==> src/rtl/spi_diag_pkg.sv <==
package spi_diag_pkg;
  localparam int BYTE_W    = 8;
  localparam int ADDR_W    = 2;
  localparam int OP_W      = 5;
  localparam int FRAME_LEN = 2 * BYTE_W;
  localparam int CNT_W     = $clog2(FRAME_LEN) + 1;
  localparam int VPAT_W    = BYTE_W - ADDR_W - 1;

  localparam logic [OP_W-1:0]   OP_IDENT = 5'b00000;
  localparam logic [OP_W-1:0]   OP_REV   = 5'b00001;
  localparam logic [OP_W-1:0]   OP_DIAG  = 5'b00100;
  localparam logic [VPAT_W-1:0] VPAT     = 5'b10101;

  typedef logic [CNT_W-1:0] pos_t;

  function automatic logic op_known(input logic [OP_W-1:0] code);
    return (code == OP_IDENT) || (code == OP_REV) || (code == OP_DIAG);
  endfunction
endpackage

==> src/rtl/spi_diag_sync.sv <==
module spi_diag_sync #(
  parameter int         W       = 3,
  parameter int         STAGES  = 2,
  parameter logic [W-1:0] RST_VAL = '0
) (
  input  logic         clk,
  input  logic         rst,
  input  logic [W-1:0] d,
  output logic [W-1:0] q,
  output logic [W-1:0] q_prev
);
  logic [W-1:0] stg [STAGES];

  for (genvar g = 0; g < STAGES; g++) begin : g_stage
    if (g == 0) begin : g_first
      always_ff @(posedge clk) begin
        if (rst) stg[g] <= RST_VAL;
        else     stg[g] <= d;
      end
    end else begin : g_next
      always_ff @(posedge clk) begin
        if (rst) stg[g] <= RST_VAL;
        else     stg[g] <= stg[g-1];
      end
    end
  end

  always_ff @(posedge clk) begin
    if (rst) q_prev <= RST_VAL;
    else     q_prev <= stg[STAGES-1];
  end

  assign q = stg[STAGES-1];
endmodule

==> src/rtl/spi_diag_frame.sv <==
module spi_diag_frame
  import spi_diag_pkg::*;
#(
  parameter int BUSY_CYC = 16
) (
  input  logic              clk,
  input  logic              rst,
  input  logic              ss_fall,
  input  logic              ss_rise,
  input  logic              sck_fall,
  input  logic              mosi_s,
  output logic              in_frame,
  output pos_t              cnt,
  output logic [OP_W-1:0]   op_code,
  output logic [ADDR_W-1:0] addr_q,
  output logic              overlap
);
  localparam int   SH_W      = BYTE_W - ADDR_W;
  localparam int   BUSY_W    = $clog2(BUSY_CYC + 1);
  localparam pos_t CNT_MAX   = '1;
  localparam pos_t SH_END    = pos_t'(BYTE_W);
  localparam pos_t ADDR_LAST = pos_t'(ADDR_W - 1);

  logic [SH_W-1:0]   sh;
  logic [BUSY_W-1:0] busy;

  always_ff @(posedge clk) begin
    if (rst) begin
      in_frame <= 1'b0;
      cnt      <= '0;
      sh       <= '0;
      addr_q   <= '0;
      overlap  <= 1'b0;
      busy     <= '0;
    end else begin
      if (busy != '0) busy <= busy - 1'b1;
      if (ss_fall) begin
        in_frame <= 1'b1;
        cnt      <= '0;
        sh       <= '0;
        addr_q   <= '0;
        overlap  <= (busy != '0);
      end else if (ss_rise) begin
        in_frame <= 1'b0;
        busy     <= BUSY_W'(BUSY_CYC);
      end else if (in_frame && sck_fall) begin
        if (cnt != CNT_MAX) cnt <= cnt + 1'b1;
        if (cnt < SH_END)   sh  <= {sh[SH_W-2:0], mosi_s};
        if (cnt == ADDR_LAST) addr_q <= {sh[ADDR_W-2:0], mosi_s};
      end
    end
  end

  assign op_code = sh[OP_W:1];
endmodule

==> src/rtl/spi_diag_status.sv <==
module spi_diag_status
  import spi_diag_pkg::*;
#(
  parameter logic [ADDR_W-1:0] CHIP_ADDR = '0
) (
  input  logic              clk,
  input  logic              rst,
  input  logic              ss_rise,
  input  logic              in_frame,
  input  pos_t              cnt,
  input  logic [OP_W-1:0]   op_code,
  input  logic [ADDR_W-1:0] addr_q,
  input  logic              overlap,
  output logic              err_flag,
  output logic              rd_done
);
  localparam pos_t FULL      = pos_t'(FRAME_LEN);
  localparam pos_t ADDR_SEEN = pos_t'(ADDR_W);

  logic ignore, valid;

  always_comb begin
    ignore = (cnt >= ADDR_SEEN) && (addr_q != CHIP_ADDR);
    valid  = (cnt == FULL) && !overlap && op_known(op_code);
  end

  always_ff @(posedge clk) begin
    if (rst) begin
      err_flag <= 1'b0;
      rd_done  <= 1'b0;
    end else begin
      rd_done <= 1'b0;
      if (ss_rise && in_frame && !ignore) begin
        err_flag <= !valid;
        rd_done  <= valid && (op_code == OP_DIAG);
      end
    end
  end
endmodule

==> src/rtl/spi_diag_tx.sv <==
module spi_diag_tx
  import spi_diag_pkg::*;
#(
  parameter logic [ADDR_W-1:0] CHIP_ADDR = '0,
  parameter logic [BYTE_W-1:0] IDENT     = 8'hA1,
  parameter logic [BYTE_W-1:0] REVISION  = 8'h00
) (
  input  logic              clk,
  input  logic              rst,
  input  logic              ss_fall,
  input  logic              ss_rise,
  input  logic              sck_rise,
  input  logic              in_frame,
  input  pos_t              cnt,
  input  logic [OP_W-1:0]   op_code,
  input  logic [ADDR_W-1:0] addr_q,
  input  logic              err_flag,
  input  logic [BYTE_W-1:0] diag_i,
  output logic              miso,
  output logic              miso_oe,
  output logic              mute
);
  localparam pos_t ADDR_END   = pos_t'(ADDR_W);
  localparam pos_t DATA_START = pos_t'(BYTE_W);
  localparam pos_t FULL       = pos_t'(FRAME_LEN);
  localparam int   PAD        = BYTE_W - VPAT_W;

  logic [BYTE_W-1:0] sh, data_byte;
  logic [VPAT_W:0]   verif;
  logic              addr_hit;

  always_comb begin
    verif    = {VPAT, err_flag};
    addr_hit = (addr_q == CHIP_ADDR);
    case (op_code)
      OP_IDENT: data_byte = IDENT;
      OP_REV:   data_byte = REVISION;
      OP_DIAG:  data_byte = diag_i;
      default:  data_byte = '1;
    endcase
  end

  always_ff @(posedge clk) begin
    if (rst) begin
      miso    <= 1'b0;
      miso_oe <= 1'b0;
      mute    <= 1'b0;
      sh      <= '0;
    end else if (ss_fall) begin
      miso_oe <= 1'b0;
      mute    <= 1'b0;
    end else if (ss_rise || !in_frame) begin
      miso_oe <= 1'b0;
    end else if (sck_rise) begin
      if (cnt < ADDR_END || cnt >= FULL) begin
        miso_oe <= 1'b0;
      end else begin
        if (cnt == ADDR_END) begin
          mute    <= !addr_hit;
          miso_oe <= addr_hit;
        end else begin
          miso_oe <= !mute;
        end
        if (cnt == ADDR_END) begin
          miso <= verif[VPAT_W];
          sh   <= {verif[VPAT_W-1:0], {PAD{1'b0}}};
        end else if (cnt == DATA_START) begin
          miso <= data_byte[BYTE_W-1];
          sh   <= {data_byte[BYTE_W-2:0], 1'b0};
        end else begin
          miso <= sh[BYTE_W-1];
          sh   <= {sh[BYTE_W-2:0], 1'b0};
        end
      end
    end
  end
endmodule

==> src/rtl/spi_diag_slave.sv <==
module spi_diag_slave
  import spi_diag_pkg::*;
#(
  parameter logic [ADDR_W-1:0] CHIP_ADDR   = '0,
  parameter logic [BYTE_W-1:0] IDENT       = 8'hA1,
  parameter logic [BYTE_W-1:0] REVISION    = 8'h00,
  parameter int                SYNC_STAGES = 2,
  parameter int                BUSY_CYC    = 16
) (
  input  logic              clk,
  input  logic              rst,
  input  logic              spi_sck,
  input  logic              spi_ss_n,
  input  logic              spi_mosi,
  input  logic [BYTE_W-1:0] diag_i,
  output logic              spi_miso,
  output logic              spi_miso_oe,
  output logic              rd_done
);
  localparam int PIN_W = 3;

  logic [PIN_W-1:0] pin_s, pin_p;
  logic ss_s, sck_s, mosi_s;
  logic ss_fall, ss_rise, sck_rise, sck_fall;
  logic in_frame, overlap, err_flag, mute;
  pos_t cnt;
  logic [OP_W-1:0]   op_code;
  logic [ADDR_W-1:0] addr_q;

  spi_diag_sync #(
    .W(PIN_W), .STAGES(SYNC_STAGES), .RST_VAL(3'b100)
  ) i_sync (
    .clk(clk), .rst(rst), .d({spi_ss_n, spi_sck, spi_mosi}),
    .q(pin_s), .q_prev(pin_p)
  );

  assign ss_s     = pin_s[2];
  assign sck_s    = pin_s[1];
  assign mosi_s   = pin_s[0];
  assign ss_fall  =  pin_p[2] & ~ss_s;
  assign ss_rise  = ~pin_p[2] &  ss_s;
  assign sck_rise = ~pin_p[1] &  sck_s;
  assign sck_fall =  pin_p[1] & ~sck_s;

  spi_diag_frame #(.BUSY_CYC(BUSY_CYC)) i_frame (
    .clk(clk), .rst(rst), .ss_fall(ss_fall), .ss_rise(ss_rise),
    .sck_fall(sck_fall), .mosi_s(mosi_s), .in_frame(in_frame), .cnt(cnt),
    .op_code(op_code), .addr_q(addr_q), .overlap(overlap)
  );

  spi_diag_status #(.CHIP_ADDR(CHIP_ADDR)) i_status (
    .clk(clk), .rst(rst), .ss_rise(ss_rise), .in_frame(in_frame),
    .cnt(cnt), .op_code(op_code), .addr_q(addr_q), .overlap(overlap),
    .err_flag(err_flag), .rd_done(rd_done)
  );

  spi_diag_tx #(
    .CHIP_ADDR(CHIP_ADDR), .IDENT(IDENT), .REVISION(REVISION)
  ) i_tx (
    .clk(clk), .rst(rst), .ss_fall(ss_fall), .ss_rise(ss_rise),
    .sck_rise(sck_rise), .in_frame(in_frame), .cnt(cnt), .op_code(op_code),
    .addr_q(addr_q), .err_flag(err_flag), .diag_i(diag_i),
    .miso(spi_miso), .miso_oe(spi_miso_oe), .mute(mute)
  );
endmodule

==> config.mk <==
export PLATFORM = sky130hd
export DESIGN_NAME = spi_diag_slave
export DESIGN_NICKNAME = d
export VERILOG_FILES = /design/src/rtl/spi_diag_pkg.sv /design/src/rtl/spi_diag_sync.sv /design/src/rtl/spi_diag_frame.sv /design/src/rtl/spi_diag_status.sv /design/src/rtl/spi_diag_tx.sv /design/src/rtl/spi_diag_slave.sv
export SDC_FILE = /design/constraint.sdc
export NUM_CORES = 1
export LEC_CHECK = 0
export BUFFER_PORTS_ARGS = -buffer_cell sky130_fd_sc_hd__buf_2
export CAP_MARGIN = 20
export CORE_MARGIN = 2
export CORE_UTILIZATION = 44
export CTS_CLUSTER_SIZE = 25
export DETAILED_ROUTE_END_ITERATION = 12
export PLACE_DENSITY_LB_ADDON = 0.05
export SLEW_MARGIN = 20
export SYNTH_ARGS = -nofsm -noshare
export SYNTH_HDL_FRONTEND = slang
export SYNTH_HIERARCHICAL = 1
export SYNTH_SLANG_ARGS = --single-unit
==> constraint.sdc <==
create_clock -name clk -period 4.65 [get_ports clk]
set_input_delay 0.93 -clock clk [delete_from_list [all_inputs] [get_ports clk]]
set_output_delay 0.93 -clock clk [all_outputs]
set_load 0.02 [all_outputs]
==> run_results.csv, run 1 <==
group,metric,value,unit
routing,first_pass_iters,4,
timing,rsz0062_at_grt,"no",
placement,place_congestion,0.823,
clock_network,cts_buffer_depth,2,
worst_hold_path,hp-start,"i_sync/stg[0][2]",
timing,max_freq,435,MHz
timing,hold_violations,0,
clock_network,cts.sink_count,40,
clock_network,cts-buffers-inserted,5,
synth,synth_warnings,6,
routing,via_per_inst,5.23,
routing,drc,0,
flow_run,maxCapViolations,0,
worst_setup_path,crit_type,"flop to flop",
global_routing,grt_use_total,16.1,%
global_routing,grt_pass1_wl,6440,um
die,die_w,70.9,um
worst_setup_path,reg2reg_depth,5,
timing,setup-tns-final,0,ps
power_and_ir_drop,irDropWorstVdd,0.197,mV
worst_hold_path,hold_depth,1,
global_routing,grt_pass1_vias,1398,
routing,vias,1413,
clock_network,clkSlewWorstSetupHoldPaths,70,ps
die,design.die.area,5020,um^2
worst_setup_path,worstSetupStartpointType,"flop",
placement,place_hpwl,2660,um
die,die_h,70.9,um
worst_setup_path,r2r_end,"i_tx/sh[3]",
cells_and_area,antenna_cells,0,
timing,skew,6.96,ps
routing,totalWireLength,3660,um
synth,synth_area,1970,um^2
cells_and_area,layout_common_cells,"40 x dfxtp_1, 19 x nand2_1, 15 x mux2i_1, 15 x buf_2, 12 x nor2_1",
power_and_ir_drop,power,0.746,mW
routing,ant_nets,0,
cells_and_area,drive_gt1_share,20.2,%
clock_network,cts_resized,0,
placement,port_buffers,15,
cells_and_area,area_growth,9.09,%
global_routing,grt_max_degree,30,
timing,drv_slew,0,
placement,place_worst_setup_slack,2380,ps
worst_setup_path,r2r_slack,2350,ps
routing,wl_per_cell,13.5,um
die,start_util,45.5,%
timing,finalCriticalPeriod,2300,ps
worst_hold_path,hp-class,"flop to flop",
power_and_ir_drop,pwr_density_cell,348,nW/um^2
die,core_area,4320,um^2
synth,syn_nets,221,
timing,finalCritPeriodShare,49.5,%
clock_network,cts_tree,"built",
worst_setup_path,timing.rr.start,"i_sync/q_prev[2]",
timing,relSlewSlack,39.4,%
global_routing,grt_antenna_before_repair,0,
synth,avgSynthCellArea,9.65,um^2
worst_setup_path,crit_fanout,12,
outcome,status,"complete, no violations",
cells_and_area,final_common_cell,"dfxtp_1",
clock_network,cts_max_level,2,
clock_network,root_buffer,"clkbuf_8",
worst_hold_path,hold_end,"i_sync/stg[1][2]",
placement,placed_cell_area,2050,um^2
power_and_ir_drop,leakagePower,0.889,nW
clock_network,post_cts_buffers,0,
clock_network,holdBufCountCts,0,
die,placementRows,24,
global_routing,grt-ovfl-total,0,
die,pin_count,16,
cells_and_area,final_nets,234,
worst_setup_path,crit_arrival,2510,ps
cells_and_area,final_util,49.7,%
timing,worst_slew_pin_slew,901,ps
timing,setup_slack,2350,ps
worst_setup_path,worstPathRequired,4860,ps
synth,syn_inst,204,
routing,drt_iter0_markers,56,
timing,setup_violations,0,
cells_and_area,final_cell_area,2150,um^2
worst_setup_path,critPathCaptureType,"flop",
clock_network,clk_latency,290,ps
-- critical path, cell delays in order, from the launching register on --
cell and delay (ps):
dfxtp_1 320, and2b_2 270, or2b_2 350, nor4_2 790, nand3b_1 270, o211ai_1 230
-- layer usage --
layer | up-vias | global-route usage, % | wire (um)
li1 | 748 | - | -
met1 | 640 | 20.7 | 1820
met2 | 20 | 26.3 | 1670
met3 | 5 | 4.56 | 139
met4 | 0 | 5.03 | 31
met5 | - | 0 | 0
-- per-stage QoR --
step	cells	hold WS, ps
detailed placement	262	402
global route	270	432
finish	270	412
CTS	270	421
global placement	262	388
floorplan	204	383
-- power by group --
part | leakage (nW) | total, mW | internal, mW | switching, mW
clock network | 0.0510 | 0.234 | 0.118 | 0.116
logic | 0.513 | 0.130 | 0.0698 | 0.0605
registers | 0.325 | 0.382 | 0.363 | 0.0185
-- cell type report --
type | count | area [um^2]
Clock buffer | 6 | 82.6
Clock inverter | 2 | 10.0
Fill cell | 416 | 2180
Inverter | 8 | 30.0
Multi-Input combinational cell | 147 | 1080
Sequential cell | 40 | 801
Tap cell | 52 | 65.1
Timing Repair Buffer | 15 | 75.1
-- registers in the layout, summed over array words and instances (netlist names) --
| register | flops |
|---|---|
| i_tx/mute | 1 |
| i_tx/miso_oe | 1 |
| i_tx/miso | 1 |
| i_status/err_flag | 1 |
| i_frame/in_frame | 1 |
| i_sync/stg | 6 |
| i_frame/busy | 5 |
| i_tx/sh | 7 |
| i_sync/q_prev | 2 |
| i_frame/cnt | 5 |
| i_frame/addr_q | 2 |
| i_frame/overlap | 1 |
| i_status/rd_done | 1 |
| i_frame/sh | 6 |
-- worst max path at each step --
stage                startpoint          to  slack, ps  cells after the start
2_1_floorplan  i_sync/q_prev[2]  i_tx/sh[3]       2880                      6
3_3_place_gp   i_sync/q_prev[2]  i_tx/sh[3]       2460                      5
3_5_place_dp   i_sync/q_prev[2]  i_tx/sh[3]       2380                      5
4_1_cts        i_sync/q_prev[2]  i_tx/sh[3]       2370                      5
5_1_grt        i_sync/q_prev[2]  i_tx/sh[3]       2140                      5
6_report       i_sync/q_prev[2]  i_tx/sh[3]       2350                      5
(Power assumes the default switching activity.)
==> run 2: changes to the inputs <==
==> constraint.sdc (replaced) <==
create_clock -name clk -period 2.15 [get_ports clk]
set_input_delay 0.43 -clock clk [delete_from_list [all_inputs] [get_ports clk]]
set_output_delay 0.43 -clock clk [all_outputs]
set_load 0.02 [all_outputs]
==> run_results.csv, run 2 (same netlist as run 1, synthesis figures left out) <==
group,metric,value,unit
outcome,status,"complete, no violations",
power_and_ir_drop,power,1.61,mW
placement,dp_cells,266,
cells_and_area,final_util,50.3,%
clock_network,cts_max_level,2,
timing,hold_violations,0,
power_and_ir_drop,pwr_density_cell,739,nW/um^2
placement,port_buffers,15,
timing,finalCritPeriodShare,88.0,%
worst_setup_path,worstSetupStartpointType,"flop",
routing,ant_nets,0,
die,core_area,4320,um^2
global_routing,grt_antenna_before_repair,0,
clock_network,cts.sink_count,40,
worst_setup_path,cpPeakStageDelay,360,ps
die,start_util,45.5,%
worst_setup_path,crit_fanout,12,
die,placementRows,24,
routing,vias,1477,
timing,finalCriticalPeriod,1890,ps
timing,rsz0062_at_grt,"no",
die,die_w,70.9,um
timing,drv_slew,0,
routing,totalWireLength,3760,um
worst_setup_path,path_cells,"and2b_2 -> or2b_2 -> nor4_2 -> buf_4 -> nand2b_1 -> o32ai_1",
cells_and_area,area_growth,10.5,%
cells_and_area,layout_common_cells,"40 x dfxtp_1, 19 x nand2_1, 15 x mux2i_1, 15 x buf_2, 12 x nor2_1",
cells_and_area,fillers,420,
die,design.die.area,5020,um^2
power_and_ir_drop,leakagePower,0.902,nW
worst_hold_path,hp-class,"input port to flop",
cells_and_area,top_regs,"i_tx/sh (7), i_frame/sh (6), i_sync/stg (6)",
global_routing,grt_pass1_wl,6630,um
timing,relSlewSlack,64.6,%
worst_setup_path,crit_type,"flop to flop",
die,pin_count,16,
clock_network,cts-buffers-inserted,5,
clock_network,root_buffer,"clkbuf_8",
worst_setup_path,timing.rr.start,"i_sync/q_prev[2]",
worst_hold_path,hp-start,"spi_ss_n",
routing,via_per_inst,5.39,
cells_and_area,antenna_cells,0,
worst_setup_path,worstPathRequired,2340,ps
placement,place_congestion,0.806,
routing,drc,0,
global_routing,grt_use_total,16.6,%
routing,wl_per_cell,13.7,um
clock_network,cts_buffer_depth,2,
timing,skew,8.91,ps
cells_and_area,largest_reg_flops,7,
clock_network,cts_resized,0,
cells_and_area,top_register,"i_tx/sh",
flow_run,maxCapViolations,0,
timing,setup_violations,0,
clock_network,holdBufCountCts,0,
worst_setup_path,critPathLaunch,"i_sync/q_prev[2]",
clock_network,clkSlewWorstSetupHoldPaths,80,ps
worst_setup_path,cp_slowest_cell,"or2b_2",
placement,place_hpwl,2820,um
global_routing,grt-ovfl-total,0,
routing,drt_iter0_markers,34,
cells_and_area,final_nets,238,
worst_setup_path,worst-path-buf-inv,1,
cells_and_area,fin_cells,274,
die,die_h,70.9,um
clock_network,post_cts_buffers,0,
cells_and_area,final_common_cell,"dfxtp_1",
cells_and_area,drive_gt1_share,20.7,%
power_and_ir_drop,irDropWorstVdd,0.523,mV
global_routing,grt_pass1_vias,1423,
clock_network,clk_latency,290,ps
worst_setup_path,critPathCaptureType,"flop",
clock_network,cts_tree,"built",
routing,first_pass_iters,4,
worst_setup_path,cp_top_family,"simple AND/OR/NAND/NOR gates",
timing,max_freq,529,MHz
global_routing,grt_max_degree,24,
timing,setup-tns-final,0,ps
timing,worst_slew_pin_slew,529,ps
worst_setup_path,crit_arrival,2090,ps
==> run 2: layout make-up <==
type | count | area (um^2) | area share [%]
Clock buffer | 8 | 90.1 | 4.14
Tap cell | 52 | 65.1 | 2.99
Inverter | 8 | 30.0 | 1.38
Sequential cell | 40 | 801 | 36.8
Multi-Input combinational cell | 147 | 1080 | 49.8
Timing Repair Buffer | 19 | 105 | 4.83
==> run 2: worst register-to-register path, delay by kind of cell (launching register included) <==
family | cells | cell delay (ps)
compound gates | 1 | 270
buf+inv | 1 | 220
simple gates | 4 | 1000
flops | 1 | 320
==> run 2: metal layers <==
| metal | vias to the layer above | GRT usage [%] | routed length, um |
|---|---|---|---|
| met3 | 8 | 5.13 | 176 |
| met4 | 0 | 6.50 | 65 |
| met2 | 30 | 27.0 | 1750 |
| met5 | - | 0 | 0 |
| met1 | 684 | 20.6 | 1770 |
| li1 | 755 | - | - |
==> run 2: through the flow <==
stage          worst slack, ps  hold slack, ps  instance area [um^2]
6_report                   259             329                  2170
5_1_grt                    112             315                  2170
4_1_cts                    258             324                  2170
3_5_place_dp               269             408                  2080
3_3_place_gp               314             395                  2080
2_1_floorplan              378             383                  1970
==> run 2: worst paths after layout <==
path | cells after the start | to | slack (ps)
max | 6 | i_tx/sh[1] | 260
max reg2reg | 6 | i_tx/sh[1] | 260
min | 2 | i_sync/stg[0][2] | 330
min reg2reg | 1 | i_sync/stg[1][2] | 420
==> run 2: power by group <==
part           switching [mW]  leakage [nW]  internal, mW
combinational           0.127         0.532         0.151
clock                   0.241        0.0455         0.262
sequential             0.0412         0.325         0.786
total                   0.409         0.902          1.20
==> run 3: changes to the inputs <==
--- a/config.mk
+++ b/config.mk
@@ -7,11 +7,12 @@
 export LEC_CHECK = 0
 export BUFFER_PORTS_ARGS = -buffer_cell sky130_fd_sc_hd__buf_2
 export CAP_MARGIN = 20
-export CORE_MARGIN = 2
+export CORE_MARGIN = 3
 export CORE_UTILIZATION = 44
 export CTS_CLUSTER_SIZE = 25
 export DETAILED_ROUTE_END_ITERATION = 12
 export PLACE_DENSITY_LB_ADDON = 0.05
+export REMOVE_ABC_BUFFERS = 1
 export SLEW_MARGIN = 20
 export SYNTH_ARGS = -nofsm -noshare
 export SYNTH_HDL_FRONTEND = slang
==> run_results.csv, run 3 (same netlist as run 1, synthesis figures left out) <==
group,metric,value,unit
outcome,status,"complete, no violations",
cells_and_area,final_common_cell,"dfxtp_1",
timing,skew,5.22,ps
clock_network,cts_resized,0,
cells_and_area,antenna_cells,0,
clock_network,clk_latency,280,ps
worst_hold_path,hp-class,"input port to flop",
timing,setup_slack,263,ps
die,die_h,72.9,um
cells_and_area,fillers,385,
timing,finalCriticalPeriod,1890,ps
global_routing,grt_antenna_before_repair,0,
power_and_ir_drop,leakagePower,0.932,nW
routing,first_pass_iters,4,
global_routing,grt_use_total,16.0,%
cells_and_area,top_regs,"i_tx/sh (7), i_frame/sh (6), i_sync/stg (6)",
timing,worst_slew_pin_slew,528,ps
timing,max_freq,530,MHz
power_and_ir_drop,irDropWorstVdd,0.438,mV
routing,wl_per_cell,13.6,um
worst_setup_path,crit_arrival,2070,ps
cells_and_area,fin_cells,274,
timing,drv_slew,0,
worst_setup_path,crit_type,"flop to flop",
worst_setup_path,critPathCaptureType,"flop",
worst_setup_path,cp_slowest_cell,"or4b_4",
placement,place_worst_setup_slack,268,ps
clock_network,cts_tree,"built",
placement,port_buffers,15,
global_routing,grt_pass1_wl,6680,um
placement,place_congestion,0.789,
worst_setup_path,cpPeakStageDelay,560,ps
timing,hold_violations,0,
worst_setup_path,path_cells,"or4b_4 -> nor4_4 -> nor2_1 -> a2111oi_2",
die,pin_count,16,
cells_and_area,largest_reg_flops,7,
clock_network,cts_buffer_depth,2,
worst_setup_path,worst-path-buf-inv,0,
timing,finalCritPeriodShare,87.8,%
worst_setup_path,worstPathRequired,2330,ps
cells_and_area,layout_common_cells,"40 x dfxtp_1, 19 x nand2_1, 15 x mux2i_1, 15 x buf_2, 12 x nor2_1",
cells_and_area,multiInputGateArea,1080,um^2
placement,dp_cells,266,
routing,ant_nets,0,
worst_setup_path,worstSetupStartpointType,"flop",
timing,relSlewSlack,64.7,%
cells_and_area,final_nets,240,
routing,totalWireLength,3740,um
timing,setup_violations,0,
timing,setup-tns-final,0,ps
clock_network,holdBufCountCts,0,
power_and_ir_drop,power,1.77,mW
timing,rsz0062_at_grt,"no",
worst_setup_path,crit_fanout,8,
die,start_util,47.5,%
routing,via_per_inst,5.31,
cells_and_area,area_growth,13.0,%
worst_setup_path,cp_top_family,"simple AND/OR/NAND/NOR gates",
routing,drt_iter0_markers,90,
global_routing,grt_max_degree,18,
die,design.die.area,5310,um^2
global_routing,grt-ovfl-total,0,
die,core_area,4140,um^2
clock_network,clkSlewWorstSetupHoldPaths,80,ps
placement,place_hpwl,2810,um
routing,vias,1454,
cells_and_area,final_util,53.7,%
flow_run,maxCapViolations,0,
clock_network,post_cts_buffers,0,
cells_and_area,register_area,801,um^2
cells_and_area,top_register,"i_tx/sh",
clock_network,cts_max_level,2,
clock_network,root_buffer,"clkbuf_8",
die,placementRows,23,
routing,drc,0,
power_and_ir_drop,pwr_density_cell,795,nW/um^2
global_routing,grt_pass1_vias,1493,
clock_network,cts.sink_count,40,
die,die_w,72.9,um
clock_network,cts-buffers-inserted,5,
cells_and_area,drive_gt1_share,22.3,%
-- run 3: changes by cell type in the layout (fill, tap and decap cells not counted) --
cell,change
buf_4,+2
bufinv_16,+1
clkbuf_1,-2
clkbuf_8,+1
-- run 3: layer usage --
metal | wire, um | global-route usage [%]
met1 | 1770 | 20.3
met2 | 1840 | 25.9
met4 | 34 | 5.74
met5 | 0 | 0
met3 | 99 | 4.41
-- run 3: per-stage QoR --
| step | cell area (um^2) | hold slack [ps] |
|---|---|---|
| finish | 2220 | 313 |
| global route | 2220 | 313 |
| CTS | 2220 | 303 |
| detailed placement | 2100 | 400 |
| global placement | 2100 | 395 |
| floorplan | 1910 | 383 |
-- run 3: final timing paths --
kind	slack [ps]	startpoint	cells past startpoint	endpoint
max	260	i_frame/cnt[1]	4	i_tx/mute
max reg2reg	260	i_frame/cnt[1]	4	i_tx/mute
min	310	spi_ss_n	2	i_sync/stg[0][2]
min reg2reg	430	i_sync/stg[0][2]	1	i_sync/stg[1][2]
-- run 3: cell type report --
| type | instances | share of cell area (%) |
|---|---|---|
| clock buffers | 7 | 4.33 |
| well taps | 50 | 2.81 |
| multi-input cells | 147 | 48.7 |
| inverters | 8 | 1.35 |
| clock inverters | 1 | 1.35 |
| repair buffers | 21 | 5.40 |
| flip-flops and latches | 40 | 36.0 |
-- run 3: power breakdown --
part	total (mW)	internal, mW	switching, mW
clock	0.662	0.410	0.252
sequential	0.828	0.786	0.0424
combinational	0.277	0.151	0.126
total	1.77	1.35	0.420
